===== src/rtl/smbus_blk_pkg.sv =====
package smbus_blk_pkg;

    typedef enum logic [3:0] {
        ST_IDLE,
        ST_ADDR,
        ST_CMD,
        ST_WCNT,
        ST_WDATA,
        ST_WDONE,
        ST_RWAIT,
        ST_READ,
        ST_DROP
    } eng_st_e;

    typedef enum logic [1:0] {
        SRC_CFG,
        SRC_SEED,
        SRC_SEC,
        SRC_NONE
    } rd_src_e;

    localparam logic [7:0] CMD_SEED_WR = 8'hC0;
    localparam logic [7:0] CMD_SEED_RD = 8'hC1;
    localparam logic [7:0] CMD_SEC_RD  = 8'hC3;
    localparam logic [7:0] FILL_BYTE   = 8'hFF;

endpackage


===== src/rtl/smbus_seed_store.sv =====
module smbus_seed_store #(
    parameter int SEED_BYTES = 8
) (
    input  logic                    clk,
    input  logic                    rst_n,
    input  logic                    clr_i,
    input  logic                    shift_i,
    input  logic [7:0]              byte_i,
    input  logic                    commit_i,
    output logic [SEED_BYTES*8-1:0] seed_o,
    output logic                    commit_o
);
    localparam int SEED_W = SEED_BYTES * 8;

    typedef struct packed {
        logic [SEED_W-1:0] shadow;
        logic [SEED_W-1:0] seed;
        logic              commit;
    } store_t;

    store_t st_d, st_q;

    always_comb begin
        st_d        = st_q;
        st_d.commit = 1'b0;
        if (clr_i) begin
            st_d.shadow = '0;
        end
        if (shift_i) begin
            st_d.shadow = {st_q.shadow[SEED_W-9:0], byte_i};
        end
        if (commit_i) begin
            st_d.seed   = st_q.shadow;
            st_d.commit = 1'b1;
        end
    end

    always_ff @(posedge clk) begin
        if (!rst_n) begin
            st_q <= '0;
        end else begin
            st_q <= st_d;
        end
    end

    assign seed_o   = st_q.seed;
    assign commit_o = st_q.commit;

    // the visible seed moves only together with a commit pulse
    a_r4_seed_only_on_commit: assert property (@(posedge clk) disable iff (!rst_n)
        !$stable(seed_o) |-> commit_o);

endmodule


===== src/rtl/smbus_tx_sel.sv =====
module smbus_tx_sel
    import smbus_blk_pkg::*;
#(
    parameter int SEED_BYTES = 8,
    parameter int CFG_REGS   = 3,
    parameter int IDX_W      = 4
) (
    input  rd_src_e                 src_i,
    input  logic [IDX_W-1:0]        idx_i,
    input  logic                    done_i,
    input  logic [SEED_BYTES*8-1:0] seed_i,
    input  logic [SEED_BYTES*8-1:0] sec_i,
    input  logic [CFG_REGS*8-1:0]   cfg_i,
    output logic [7:0]              byte_o
);
    localparam logic [7:0] SEED_CNT = 8'(SEED_BYTES);
    localparam logic [7:0] CFG_CNT  = 8'(CFG_REGS);

    logic [SEED_BYTES*8-1:0] word;

    always_comb begin
        word   = (src_i == SRC_SEED) ? seed_i : sec_i;
        byte_o = FILL_BYTE;
        if (!done_i) begin
            case (src_i)
                SRC_SEED, SRC_SEC: begin
                    if (idx_i == '0) begin
                        byte_o = SEED_CNT;
                    end
                    for (int k = 0; k < SEED_BYTES; k++) begin
                        if (int'(idx_i) == k + 1) begin
                            byte_o = word[(SEED_BYTES-1-k)*8 +: 8];
                        end
                    end
                end
                SRC_CFG: begin
                    if (idx_i == '0) begin
                        byte_o = CFG_CNT;
                    end
                    for (int k = 0; k < CFG_REGS; k++) begin
                        if (int'(idx_i) == k + 1) begin
                            byte_o = cfg_i[(CFG_REGS-1-k)*8 +: 8];
                        end
                    end
                end
                default: byte_o = FILL_BYTE;
            endcase
        end
    end

endmodule


===== src/rtl/smbus_blk_engine.sv =====
module smbus_blk_engine
    import smbus_blk_pkg::*;
#(
    parameter logic [6:0] DEV_ADDR   = 7'h2C,
    parameter int         SEED_BYTES = 8,
    parameter int         CFG_REGS   = 3
) (
    input  logic                    clk,
    input  logic                    rst_n,
    input  logic                    start_i,
    input  logic                    stop_i,
    input  logic                    rx_valid_i,
    input  logic [7:0]              rx_byte_i,
    output logic                    ack_valid_o,
    output logic                    ack_o,
    input  logic                    tx_req_i,
    output logic                    tx_valid_o,
    output logic [7:0]              tx_byte_o,
    input  logic                    mack_valid_i,
    input  logic                    mack_i,
    input  logic [CFG_REGS*8-1:0]   cfg_i,
    input  logic [SEED_BYTES*8-1:0] sec_code_i,
    output logic [SEED_BYTES*8-1:0] seed_o,
    output logic                    commit_o
);
    localparam int         SEED_W   = SEED_BYTES * 8;
    localparam int         CFG_W    = CFG_REGS * 8;
    localparam int         MAXN     = (SEED_BYTES > CFG_REGS) ? SEED_BYTES : CFG_REGS;
    localparam int         IDX_W    = $clog2(MAXN + 2);
    localparam logic [7:0] SEED_CNT = 8'(SEED_BYTES);

    typedef struct packed {
        eng_st_e           st;
        rd_src_e           pend;
        rd_src_e           src;
        logic [IDX_W-1:0]  idx;
        logic              done;
        logic              ack_v;
        logic              ack;
        logic              tx_v;
        logic [7:0]        tx_b;
        logic [SEED_W-1:0] sec;
        logic [CFG_W-1:0]  cfg;
    } eng_t;

    eng_t e_d, e_q;

    logic       seed_clr, seed_shift, seed_commit;
    logic [7:0] sel_byte;

    always_comb begin
        e_d         = e_q;
        e_d.ack_v   = 1'b0;
        e_d.ack     = 1'b0;
        e_d.tx_v    = 1'b0;
        seed_clr    = 1'b0;
        seed_shift  = 1'b0;
        seed_commit = 1'b0;

        if (stop_i) begin
            seed_commit = (e_q.st == ST_WDONE);
            e_d.st      = ST_IDLE;
            e_d.pend    = SRC_NONE;
            e_d.src     = SRC_NONE;
        end else if (start_i) begin
            e_d.st = ST_ADDR;
            if (e_q.st != ST_RWAIT) begin
                e_d.pend = SRC_NONE;
            end
        end else if (rx_valid_i) begin
            e_d.ack_v = 1'b1;
            e_d.st    = ST_DROP;
            case (e_q.st)
                ST_IDLE: e_d.st = ST_IDLE;
                ST_ADDR: begin
                    if (rx_byte_i[7:1] == DEV_ADDR) begin
                        e_d.ack = 1'b1;
                        if (!rx_byte_i[0]) begin
                            e_d.st   = ST_CMD;
                            e_d.pend = SRC_NONE;
                        end else begin
                            e_d.st   = ST_READ;
                            e_d.idx  = '0;
                            e_d.done = 1'b0;
                            e_d.src  = (e_q.pend == SRC_NONE) ? SRC_CFG : e_q.pend;
                            e_d.cfg  = cfg_i;
                        end
                    end
                end
                ST_CMD: begin
                    case (rx_byte_i)
                        CMD_SEED_WR: begin
                            e_d.ack = 1'b1;
                            e_d.st  = ST_WCNT;
                        end
                        CMD_SEED_RD: begin
                            e_d.ack  = 1'b1;
                            e_d.st   = ST_RWAIT;
                            e_d.pend = SRC_SEED;
                        end
                        CMD_SEC_RD: begin
                            e_d.ack  = 1'b1;
                            e_d.st   = ST_RWAIT;
                            e_d.pend = SRC_SEC;
                            e_d.sec  = sec_code_i | {1'b1, {(SEED_W-1){1'b0}}};
                        end
                        default: e_d.st = ST_DROP;
                    endcase
                end
                ST_WCNT: begin
                    if (rx_byte_i == SEED_CNT) begin
                        e_d.ack  = 1'b1;
                        e_d.st   = ST_WDATA;
                        e_d.idx  = '0;
                        seed_clr = 1'b1;
                    end
                end
                ST_WDATA: begin
                    e_d.ack    = 1'b1;
                    seed_shift = 1'b1;
                    e_d.idx    = e_q.idx + 1'b1;
                    e_d.st     = (e_q.idx == IDX_W'(SEED_BYTES - 1)) ? ST_WDONE : ST_WDATA;
                end
                default: e_d.st = ST_DROP;
            endcase
        end else if (tx_req_i) begin
            e_d.tx_v = 1'b1;
            e_d.tx_b = (e_q.st == ST_READ) ? sel_byte : FILL_BYTE;
            if (e_q.st == ST_READ && e_q.idx != '1) begin
                e_d.idx = e_q.idx + 1'b1;
            end
        end else if (mack_valid_i) begin
            if (e_q.st == ST_READ && !mack_i) begin
                e_d.done = 1'b1;
            end
        end
    end

    always_ff @(posedge clk) begin
        if (!rst_n) begin
            e_q      <= '0;
            e_q.st   <= ST_IDLE;
            e_q.pend <= SRC_NONE;
            e_q.src  <= SRC_NONE;
        end else begin
            e_q <= e_d;
        end
    end

    smbus_tx_sel #(
        .SEED_BYTES (SEED_BYTES),
        .CFG_REGS   (CFG_REGS),
        .IDX_W      (IDX_W)
    ) u_sel (
        .src_i  (e_q.src),
        .idx_i  (e_q.idx),
        .done_i (e_q.done),
        .seed_i (seed_o),
        .sec_i  (e_q.sec),
        .cfg_i  (e_q.cfg),
        .byte_o (sel_byte)
    );

    smbus_seed_store #(
        .SEED_BYTES (SEED_BYTES)
    ) u_store (
        .clk      (clk),
        .rst_n    (rst_n),
        .clr_i    (seed_clr),
        .shift_i  (seed_shift),
        .byte_i   (rx_byte_i),
        .commit_i (seed_commit),
        .seed_o   (seed_o),
        .commit_o (commit_o)
    );

    assign ack_valid_o = e_q.ack_v;
    assign ack_o       = e_q.ack;
    assign tx_valid_o  = e_q.tx_v;
    assign tx_byte_o   = e_q.tx_b;

    // each received byte gets an ACK/NACK decision one cycle later
    a_r11_ack_follows_byte: assert property (@(posedge clk) disable iff (!rst_n)
        (rx_valid_i && !start_i && !stop_i) |=> ack_valid_o);

    // each transmit request is answered one cycle later
    a_r11_tx_follows_req: assert property (@(posedge clk) disable iff (!rst_n)
        (tx_req_i && !rx_valid_i && !start_i && !stop_i) |=> tx_valid_o);

    // commit to the write stage only in the cycle after a STOP
    a_r4_commit_after_stop: assert property (@(posedge clk) disable iff (!rst_n)
        commit_o |-> $past(stop_i));

    // a foreign address is refused
    a_r1_foreign_addr_nack: assert property (@(posedge clk) disable iff (!rst_n)
        (e_q.st == ST_ADDR && rx_valid_i && !start_i && !stop_i
         && rx_byte_i[7:1] != DEV_ADDR) |=> (ack_valid_o && !ack_o));

    // once the master has NACKed, only fill bytes go out
    a_r10_fill_after_nack: assert property (@(posedge clk) disable iff (!rst_n)
        (e_q.done && tx_req_i && !rx_valid_i && !start_i && !stop_i)
        |=> (tx_byte_o == 8'hFF));

endmodule


===== config.mk =====
export PLATFORM = sky130hd
export DESIGN_NAME = smbus_blk_engine
export DESIGN_NICKNAME = d
export VERILOG_FILES = /design/src/rtl/smbus_blk_pkg.sv /design/src/rtl/smbus_seed_store.sv /design/src/rtl/smbus_tx_sel.sv /design/src/rtl/smbus_blk_engine.sv
export SDC_FILE = /design/constraint.sdc
export NUM_CORES = 1
export LEC_CHECK = 0
export ABC_AREA = 1
export BUFFER_PORTS_ARGS = -buffer_cell sky130_fd_sc_hd__buf_2
export CORE_MARGIN = 3
export CORE_UTILIZATION = 50
export CTS_CLUSTER_SIZE = 20
export DETAILED_ROUTE_END_ITERATION = 8
export PLACE_DENSITY = 0.71
export SKIP_LAST_GASP = 1
export SLEW_MARGIN = 20
export SYNTH_ARGS = -nofsm -noshare
export SYNTH_HDL_FRONTEND = slang
export SYNTH_SLANG_ARGS = --single-unit

===== constraint.sdc =====
create_clock -name clk -period 2.05 [get_ports clk]
set_input_delay 0.1025 -clock clk [delete_from_list [all_inputs] [get_ports clk]]
set_output_delay 0.1025 -clock clk [all_outputs]
set_load 0.01 [all_outputs]

==> impl_metrics.tcl, run 1 <==
set metrics [dict create \
    synth_edf_count 0 \
    max_slew_margin_pct 42.9 \
    synth_area_leaders "dfxtp_1, nand2_1, a21oi_1, o21ai_0, nor2_1" \
    worst_slew_pin_slew_ps 857 \
    core_area_um2 21400 \
    path_clk_slew_ps 60 \
    drt_pass1_iterations 5 \
    avgSynthCellArea_um2 7.18 \
    path_buf_inv 3 \
    tritoncts "built" \
    timing.final.max_slew_violations 0 \
    ant_nets 0 \
    status "finished, final reports clean" \
    total_leakage_power_nw 5.41 \
    endpoint "e_q[107]" \
    root_buffer "clkbuf_16" \
    grt_max_degree 79 \
    dpl.hpwl_um 21800 \
    crit_required_ps 2460 \
    p_per_area_nw_per_um2 731 \
    drive_gt1_share_pct 17.2 \
    grt_pass1_wl_um 52700 \
    met1_usage_pct 36.3 \
    placedCellCount 1852 \
    hold_viol_final 0 \
    antenna_found_initial 0 \
    clock-sinks 241 \
    min_path_type "input pin to flop" \
    syn_nets 1646 \
    cts_made_buffers 26 \
    layout.nets 1823 \
    synthFlopType "dfxtp_1" \
    crit_family "buffers and inverters" \
    crit_arrival_ps 2360 \
    cts-htree-levels 1 \
    use_met3_pct 3.72 \
    groute.usage.overall_pct 26.8 \
    async_flop_share_pct 0 \
    timing.fmax_ghz 0.512 \
    startpoint_type "flop" \
    syn_area_um2 11000 \
    start_util_pct 51.6 \
    gp_congestion 0.913 \
    drt_wl_total_um 33700 \
    maxCapViolations 0 \
    numPortBuffers 178 \
    row_count 53 \
    fin_hold_ws_ps 343 \
    reg2reg_from "e_q[109]" \
    crit_path_end_kind "flop" \
    cp_cell_sequence "inv_2 -> nor2_2 -> nand2_2 -> inv_1 -> nand2_2 -> nand4_1 -> nand2_1 -> nand3_1 -> nand3_1 -> dlygate4sd3_1" \
    synth_cell_type_count 37 \
    vdd_drop_max_mv 0.469 \
    clkLatencyLatePin_ps 530 \
    critical_path_cell_count 10 \
    synth_top_area_share_pct 43.8 \
    die_w_um 154 \
    post-route-min-period_ps 1950 \
    ys_ff_latch 241 \
    rr_endpoint "e_q[107]" \
    max_stage_delay_ps 560 \
    use_met2_pct 44.0 \
    viasPerCell 5.42 \
    wl_per_cell_um 16.8 \
    drcViolationCount 0 \
    path_class "flop to flop" \
    cpMaxStageDelayCell "dlygate4sd3_1" \
    route.vias.total 10873 \
    die_area_um2 23800 \
    grt_overflow 0 \
    synth_seq_area_share_pct 43.8 \
    yosysTopAreaCell "dfxtp_1" \
    timing.final.crit_share_pct 95.3 \
    diodes 0 \
    grt-busiest-layer "met2" \
    grt_pass1_vias 10146 \
    postSynthCellCount 1535 \
    crit_start "e_q[109]" \
    drt_iter0_markers 1009 \
    die_height_um 154 \
    rrSetupSlack_ps 100 \
    area_growth_pct 22.8 \
    io_pins 180 \
    worstPathMaxFanout 5 \
    synth_warnings 0 \
    fin_cells 2005 \
    worstRegToRegCells 10 \
    setup_viol 0 \
    cts_max_path_buffers 3 \
    rsz0062_at_grt "true" \
    clock_skew_ps 7.45 \
]
==> worst reg2reg max path: cells and delay by family (launching register included) <==
| family | cells | cell delay [ps] |
|---|---|---|
| AND/OR/NAND/NOR | 7 | 660 |
| buffers and inverters | 3 | 780 |
| flip-flops | 1 | 400 |
==> through the flow <==
stage          setup TNS (ps)  setup WS, ps  utilization, %  cell area, um2  total power, mW
2_1_floorplan               0           295               -           11000             5.02
3_3_place_gp                0           169            54.0           11500             5.20
3_5_place_dp                0           127            54.0           11500             5.20
4_1_cts                     0          64.6            62.8           13400             9.93
5_1_grt                 -65.5         -49.6            63.3           13500             10.2
6_report                    0          96.4            63.3           13500             9.89
==> synth_stat cells (3+ instances only) <==
library cell / instances
buf_4: 79
buf_2: 28
nand2_2: 5
o21ai_0: 185
o21ai_1: 10
buf_6: 8
nor2_4: 7
nand2_1: 312
nor2_1: 167
clkbuf_1: 46
o211ai_1: 15
nand3_2: 3
ha_1: 7
a21oi_1: 196
a31oi_1: 31
nor3_1: 3
inv_1: 117
nor2_2: 8
nand3_1: 33
inv_2: 13
dfxtp_1: 241
==> area by class of cell <==
cell class,count,area [um2]
fillers,1897,7830
flip-flops and latches,241,4830
well taps,275,344
multi-input cells,1000,4740
repair buffers,312,2270
clock inverters,8,70.1
inverters,131,494
clock buffers,38,777
==> flip-flops by register name, indices dropped and copies added (netlist names) <==
name,flops
u_store.st_q,64
tx_valid_o,1
tx_byte_o,8
ack_valid_o,1
ack_o,1
u_store.commit_o,1
u_store.seed_o,64
e_q,101
==> metal layers <==
layer,part of all wire [%],routed length (um)
met1,42,14100
met2,46,15500
met3,8.4,2840
met4,3.7,1260
met5,0,0
==> worst min path at each step <==
stage / start / to / slack, ps / cells past startpoint
detailed placement: cfg_i[23] / e_q[23] / 340 / 3
floorplan: cfg_i[0] / e_q[0] / 240 / 2
CTS: cfg_i[16] / e_q[16] / 330 / 4
global route: cfg_i[8] / e_q[8] / 360 / 4
finish: cfg_i[23] / e_q[23] / 340 / 4
global placement: cfg_i[19] / e_q[19] / 330 / 3
==> where the power goes <==
part	switching [mW]	internal, mW	total (mW)
logic	0.294	0.279	0.573
clock network	1.88	2.74	4.62
registers	0.00873	4.69	4.70
==> what timing repair did <==
item	in CTS	in global routing
hold endpoints to repair	106	0
resized for setup	0	14
buffers inserted	0	1
hold buffers	104	0
endpoints found under the setup margin	0	9
==> placed cells by master, fill, tap and decap left out, types with 3 or more instances in the layout <==
| master | count |
|---|---|
| clkbuf_16 | 29 |
| clkinv_2 | 5 |
| nand2_2 | 6 |
| o211ai_1 | 15 |
| nor2_2 | 7 |
| dfxtp_1 | 239 |
| dlygate4sd3_1 | 104 |
| nand3_2 | 3 |
| nand3_1 | 33 |
| inv_1 | 117 |
| clkbuf_1 | 5 |
| nor2_1 | 166 |
| nor2_4 | 9 |
| ha_1 | 6 |
| nor3_1 | 3 |
| nand2_1 | 311 |
| o21ai_0 | 183 |
| buf_4 | 23 |
| buf_2 | 177 |
| buf_12 | 6 |
| inv_2 | 12 |
| clkbuf_8 | 6 |
| o21ai_1 | 11 |
| a21oi_1 | 195 |
| a31oi_1 | 30 |
==> cell families (layout without fill, tap and decap cells) <==
logic type	count (synthesis)	after routing	share of synthesized area [%]
AOI/OAI and AO/OA	447	447	21.4
adders and majority gates	7	7	0.795
buffers and inverters	294	489	13.6
xor gates and xnor gates	1	1	0.0795
DFF	241	241	43.8
and+or+nand+nor	545	545	20.3
(Power assumes the default switching activity.)
==> run 2, diff against run 1 <==
- SYNTH_HIERARCHICAL: unset -> 1
==> run 2 against run 1 <==
  * Sequential power about the same
  * Register-to-register slack about the same
  * Total power increased by 3.4%
  * Utilization decreased by 0.42 points
  * Die area increased by 5.0%
  * Clock skew increased by 5.5 ps
  * Worst hold slack got worse by 320 ps
  * Largest power group is now the clock network
==> impl_metrics.tcl, run 2 <==
set metrics [dict create \
    diodes 0 \
    postSynthCellCount 1757 \
    synthTopCellsByCount "nand2_1, nor2_1, dfxtp_1, inv_1, a21oi_1" \
    min_path_type "input pin to flop" \
    numPortBuffers 178 \
    synth_seq_area_share_pct 41.6 \
    crit_arrival_ps 2370 \
    route.vias.total 11698 \
    syn_nets 1865 \
    die_w_um 158 \
    p_sw_share_pct 22.2 \
    wl_per_cell_um 15.9 \
    rrSetupSlack_ps 100 \
    path_class "flop to flop" \
    drt_iter0_markers 1216 \
    tritoncts "built" \
    ys_ff_latch 241 \
    avgSynthCellArea_um2 6.59 \
    startpoint_type "flop" \
    pwr-share-comb_pct 5.1 \
    total_leakage_power_nw 6.75 \
    synth_area_leaders "dfxtp_1, nand2_1, nor2_1, buf_4, a21oi_1" \
    path_clk_slew_ps 60 \
    syn_area_um2 11600 \
    drive_gt1_share_pct 15.9 \
    io_pins 180 \
    groute.usage.overall_pct 27.5 \
    core_area_um2 22700 \
    drt_wl_total_um 35900 \
    cts_made_buffers 27 \
    layout.nets 2063 \
    timing.fmax_ghz 0.512 \
    totalPowerFinal_mw 10.2 \
    cts-htree-levels 1 \
    power_frac_seq_pct 46.0 \
    synth_cell_type_count 40 \
    drt_pass1_iterations 5 \
    cts_max_path_buffers 3 \
    grt_pass1_vias 10830 \
    intPower_mw 7.96 \
    hp-start "rx_byte_i[0]" \
    ant_nets 0 \
    maxCapViolations 0 \
    viasPerCell 5.18 \
    synth_warnings 6 \
    grt_overflow 0 \
    async_flop_share_pct 0 \
    yosysMostFrequentCell "nand2_1" \
    fin_cells 2259 \
    p_switching_mw 2.27 \
    rsz0062_at_grt "true" \
    area_growth_pct 23.3 \
    clock_skew_ps 13.0 \
    gp_congestion 0.932 \
    antenna_found_initial 0 \
    p_per_area_nw_per_um2 716 \
    worstPathMaxFanout 13 \
    setup_viol 0 \
    p_clk_share_pct 49.0 \
    row_count 55 \
    dpl.hpwl_um 23700 \
    vdd_drop_max_mv 0.567 \
    hold_viol_final 0 \
    worst_slew_pin_slew_ps 495 \
    crit_path_end_kind "flop" \
    crit_start "e_q[105]" \
    largest_reg_flops 101 \
    start_util_pct 51.0 \
    placedCellCount 2109 \
    timing.final.max_slew_violations 0 \
    drcViolationCount 0 \
    synthFlopType "dfxtp_1" \
    timing.final.crit_share_pct 95.3 \
    grt_pass1_wl_um 55300 \
    root_buffer "clkbuf_16" \
    max_slew_margin_pct 66.9 \
    final_cell_mix "nand2_1, nor2_1, dfxtp_1" \
    grt_max_degree 92 \
    die_height_um 158 \
    post-route-min-period_ps 1950 \
    clock-sinks 241 \
    crit_required_ps 2470 \
    yosysTopAreaCell "dfxtp_1" \
    post-cts-setup-buffer-count 0 \
    regMostFlops "e_q" \
    die_area_um2 25000 \
    synth_edf_count 0 \
    reg2reg_from "e_q[105]" \
    clkLatencyLatePin_ps 530 \
    mostFrequentLayoutCell "nand2_1" \
    synth_top_area_share_pct 41.6 \
    status "finished, final reports clean" \
]
## run 2: cell count changes in the layout (fill, tap and decap cells not counted), moves of 6 or more
cell	before	now
o211ai_1	15	4
nand2_1	311	483
nand4_1	2	16
or2_1	0	6
o22ai_1	2	8
o21ai_0	183	100
o21ai_1	11	21
nor3_1	3	20
buf_4	23	37
a31oi_1	30	1
nor2_1	166	394
a21oi_1	195	106
## run 2: repair_timing
item | CTS | global route
endpoints found under the setup margin | 0 | 8
gates resized for setup | 0 | 9
hold buffers | 100 | 0
endpoints found under the hold margin | 105 | 0
## run 2: layout make-up
cell class | instances | area [um2]
clock buffer | 34 | 762
clock inverter | 14 | 161
fill | 2052 | 8420
inverter | 129 | 492
multi-input combinational | 1230 | 5280
sequential | 241 | 4830
tap | 285 | 357
timing repair buffer | 326 | 2410
## run 2: critical path: stages, from the launching register on
cell	delay [ps]
dfxtp_2	340
inv_2	50
ha_4	220
buf_12	170
o21ai_0	220
nand2_1	100
nand4_1	210
nor2_2	80
nand4_1	120
nand2_1	70
nor3_1	180
a21oi_1	80
## run 2: stage by stage
step / util, % / cell area [um2] / setup TNS, ps / setup slack [ps] / hold WS [ps]
3_5_place_dp: 54.1 / 12300 / 0 / 69.0 / 330
6_report: 62.9 / 14300 / 0 / 96.3 / 25.5
4_1_cts: 62.6 / 14200 / 0 / 10.1 / 8.03
2_1_floorplan: - / 11600 / 0 / 335 / 237
3_3_place_gp: 54.1 / 12300 / 0 / 92.0 / 326
5_1_grt: 62.9 / 14300 / -19.3 / -16.1 / 17.8
## run 2: kinds of logic (layout without fill, tap and decap cells)
family	count (synthesis)	in the layout	synth area share, %
AOI/OAI and AO/OA	243	243	10.8
and+or+nand+nor	982	982	34.0
xor gates and xnor gates	1	1	0.0756
adders and majority gates	4	4	0.432
buffers and inverters	286	503	13.1
DFF	241	241	41.6
## run 2: per-layer routing
metal	vias up	track usage, %	routed length (um)
met1	5333	36.0	15300
met3	106	3.25	2230
met2	469	46.0	16900
met5	-	0	0
li1	5790	-	-
met4	0	11.5	1550
## run 2: worst paths after layout
kind | to | cells after the start
max | tx_byte_o[2] | 11
min | u_store/st_q[65] | 4
max reg2reg | tx_byte_o[2] | 11
min reg2reg | e_q[106] | 2
## run 2: power by group through the flow
stage          clock [mW]  combinational, mW  sequential [mW]
2_1_floorplan           0              0.174             4.80
3_3_place_gp            0              0.358             4.81
3_5_place_dp            0              0.358             4.80
4_1_cts              5.05              0.504             4.70
5_1_grt              5.25              0.563             4.70
6_report             5.01              0.520             4.70
==> run 3, diff against run 2 <==
- CELL_PAD_IN_SITES_DETAIL_PLACEMENT: unset -> 1
- CELL_PAD_IN_SITES_GLOBAL_PLACEMENT: unset -> 1
- CORE_UTILIZATION: 50 -> 35
- PLACE_DENSITY: 0.71 -> 0.7
==> run 3 against run 2 <==
  * Combinational power up 1%
  * Fmax down 1.9%
  * Critical endpoint unchanged
  * Count of clock-buffer cells in the layout grew 7
  * Worst setup slack worse by 37 ps
  * Via count rose by 0.23%
  * Critical path depth is the same
  * Flip-flop and latch count is the same
  * Final area is 2.6% higher
  * Clock skew down 2.4 ps
==> impl_metrics.tcl, run 3 (same netlist as run 2, synthesis figures left out) <==
set metrics [dict create \
    crit_required_ps 2530 \
    row_count 65 \
    startpoint_type "flop" \
    core_area_um2 32100 \
    clock_skew_ps 10.5 \
    min_path_type "input pin to flop" \
    final_cell_mix "nand2_1, nor2_1, dfxtp_1" \
    intPower_mw 8.35 \
    gp_congestion 0.841 \
    numPortBuffers 178 \
    grt_max_degree 96 \
    placedCellCount 2270 \
    dpl.hpwl_um 28900 \
    post-cts-setup-buffer-count 0 \
    clock-sinks 241 \
    cts-htree-levels 1 \
    status "finished, final reports clean" \
    grt_pass1_vias 12158 \
    post-route-min-period_ps 1990 \
    max_slew_margin_pct 51.2 \
    p_sw_share_pct 21.8 \
    rsz0062_at_grt "true" \
    p_per_area_nw_per_um2 729 \
    fill_cells 4191 \
    p_switching_mw 2.33 \
    wl_per_cell_um 17.5 \
    groute.usage.overall_pct 23.1 \
    cts_max_path_buffers 3 \
    place_area_um2 12500 \
    start_util_pct 36.1 \
    cp_cell_sequence "inv_2 -> ha_4 -> clkbuf_16 -> o21ai_0 -> nand2_1 -> nand4_1 -> nor2_1 -> nand4_1 -> nand2_1 -> nor3_1 -> a21oi_1" \
    maxCapViolations 0 \
    path_class "flop to flop" \
    clkLatencyLatePin_ps 550 \
    root_buffer "clkbuf_16" \
    drcViolationCount 0 \
    viasPerCell 4.84 \
    layout.nets 2076 \
    max_stage_delay_ps 320 \
    timing.final.max_slew_violations 0 \
    timing.final.crit_share_pct 97.1 \
    hold_viol_final 0 \
    timing.fmax_ghz 0.502 \
    io_pins 180 \
    fin_cells 2424 \
    p_clk_share_pct 51.0 \
    fin_area_um2 14700 \
    vdd_drop_max_mv 0.572 \
    regMostFlops "e_q" \
    total_leakage_power_nw 6.86 \
    setup_viol 0 \
    ant_nets 0 \
    die_w_um 188 \
    worstPathMaxFanout 18 \
    worst_slew_pin_slew_ps 732 \
    layout_setup_ws_ps 59.3 \
    largest_reg_flops 101 \
    route.vias.total 11725 \
    die_area_um2 35300 \
    tritoncts "built" \
    drive_gt1_share_pct 16.6 \
    drt_iter0_markers 593 \
    grt_pass1_wl_um 66000 \
    crit_path_end_kind "flop" \
    crit_family "simple AND/OR/NAND/NOR gates" \
    path_buf_inv 2 \
    antenna_found_initial 0 \
    crit_arrival_ps 2470 \
    drt_pass1_iterations 4 \
    power_frac_seq_pct 44.0 \
    cts_made_buffers 28 \
    totalPowerFinal_mw 10.7 \
    area_growth_pct 26.5 \
    diodes 0 \
    cpMaxStageDelayCell "dfxtp_2" \
    die_height_um 188 \
    pwr-share-comb_pct 4.9 \
    dp_slack_ps 23.6 \
    setup_tns_ps 0 \
    path_clk_slew_ps 60 \
    drt_wl_total_um 42400 \
    grt_overflow 0 \
    mostFrequentLayoutCell "nand2_1" \
]
-- run 3: path summary, 6_finish.rpt --
kind / to / slack, ps / startpoint / cells after the start
hold reg to reg: e_q[19] / 470 / e_q[19] / 2
hold / removal: u_store/st_q[65] / 30 / rx_byte_i[0] / 4
setup / recovery: tx_byte_o[2] / 60 / e_q[105] / 11
setup reg to reg: tx_byte_o[2] / 60 / e_q[105] / 11
-- run 3: final cells by class --
type | count | area [um2] | share of cell area [%]
timing repair buffer | 338 | 2490 | 17.0
multi-input combinational | 1230 | 5290 | 36.1
clock buffer | 41 | 861 | 5.87
sequential | 241 | 4830 | 32.9
inverter | 129 | 490 | 3.35
tap | 435 | 544 | 3.71
clock inverter | 10 | 155 | 1.06
-- run 3: layer usage --
layer	share of wire [%]	GRT usage, %
met5	0	0
met4	2.5	6.06
met3	3.5	2.71
met2	49	41.7
met1	45	29.2
-- run 3: power by group through the flow --
stage | Clock (mW) | Combinational [mW] | Sequential, mW
6_report | 5.45 | 0.527 | 4.70
3_3_place_gp | 0 | 0.360 | 4.81
5_1_grt | 5.77 | 0.577 | 4.70
2_1_floorplan | 0 | 0.174 | 4.80
3_5_place_dp | 0 | 0.365 | 4.81
4_1_cts | 5.55 | 0.513 | 4.70
-- run 3: timing repair --
| action | 4_1_cts | 5_1_grt |
|---|---|---|
| resized for setup | 0 | 15 |
| hold buffers | 101 | 0 |
| setup endpoints to repair | 0 | 11 |
| endpoints found under the hold margin | 105 | 0 |
-- run 3: worst reg2reg max path, stage by stage (launching register included) --
cell and delay [ps]:
dfxtp_2 320, inv_2 80, ha_4 250, clkbuf_16 220, o21ai_0 130, nand2_1 90, nand4_1 190, nor2_1 200
nand4_1 180, nand2_1 100, nor3_1 50, a21oi_1 130
-- run 3: through the flow --
| step | utilization, % | hold WS, ps |
|---|---|---|
| CTS | 45.3 | 13.8 |
| global placement | 39.0 | 325 |
| floorplan | - | 237 |
| finish | 45.6 | 26.9 |
| global route | 45.6 | 21.4 |
| detailed placement | 39.0 | 334 |
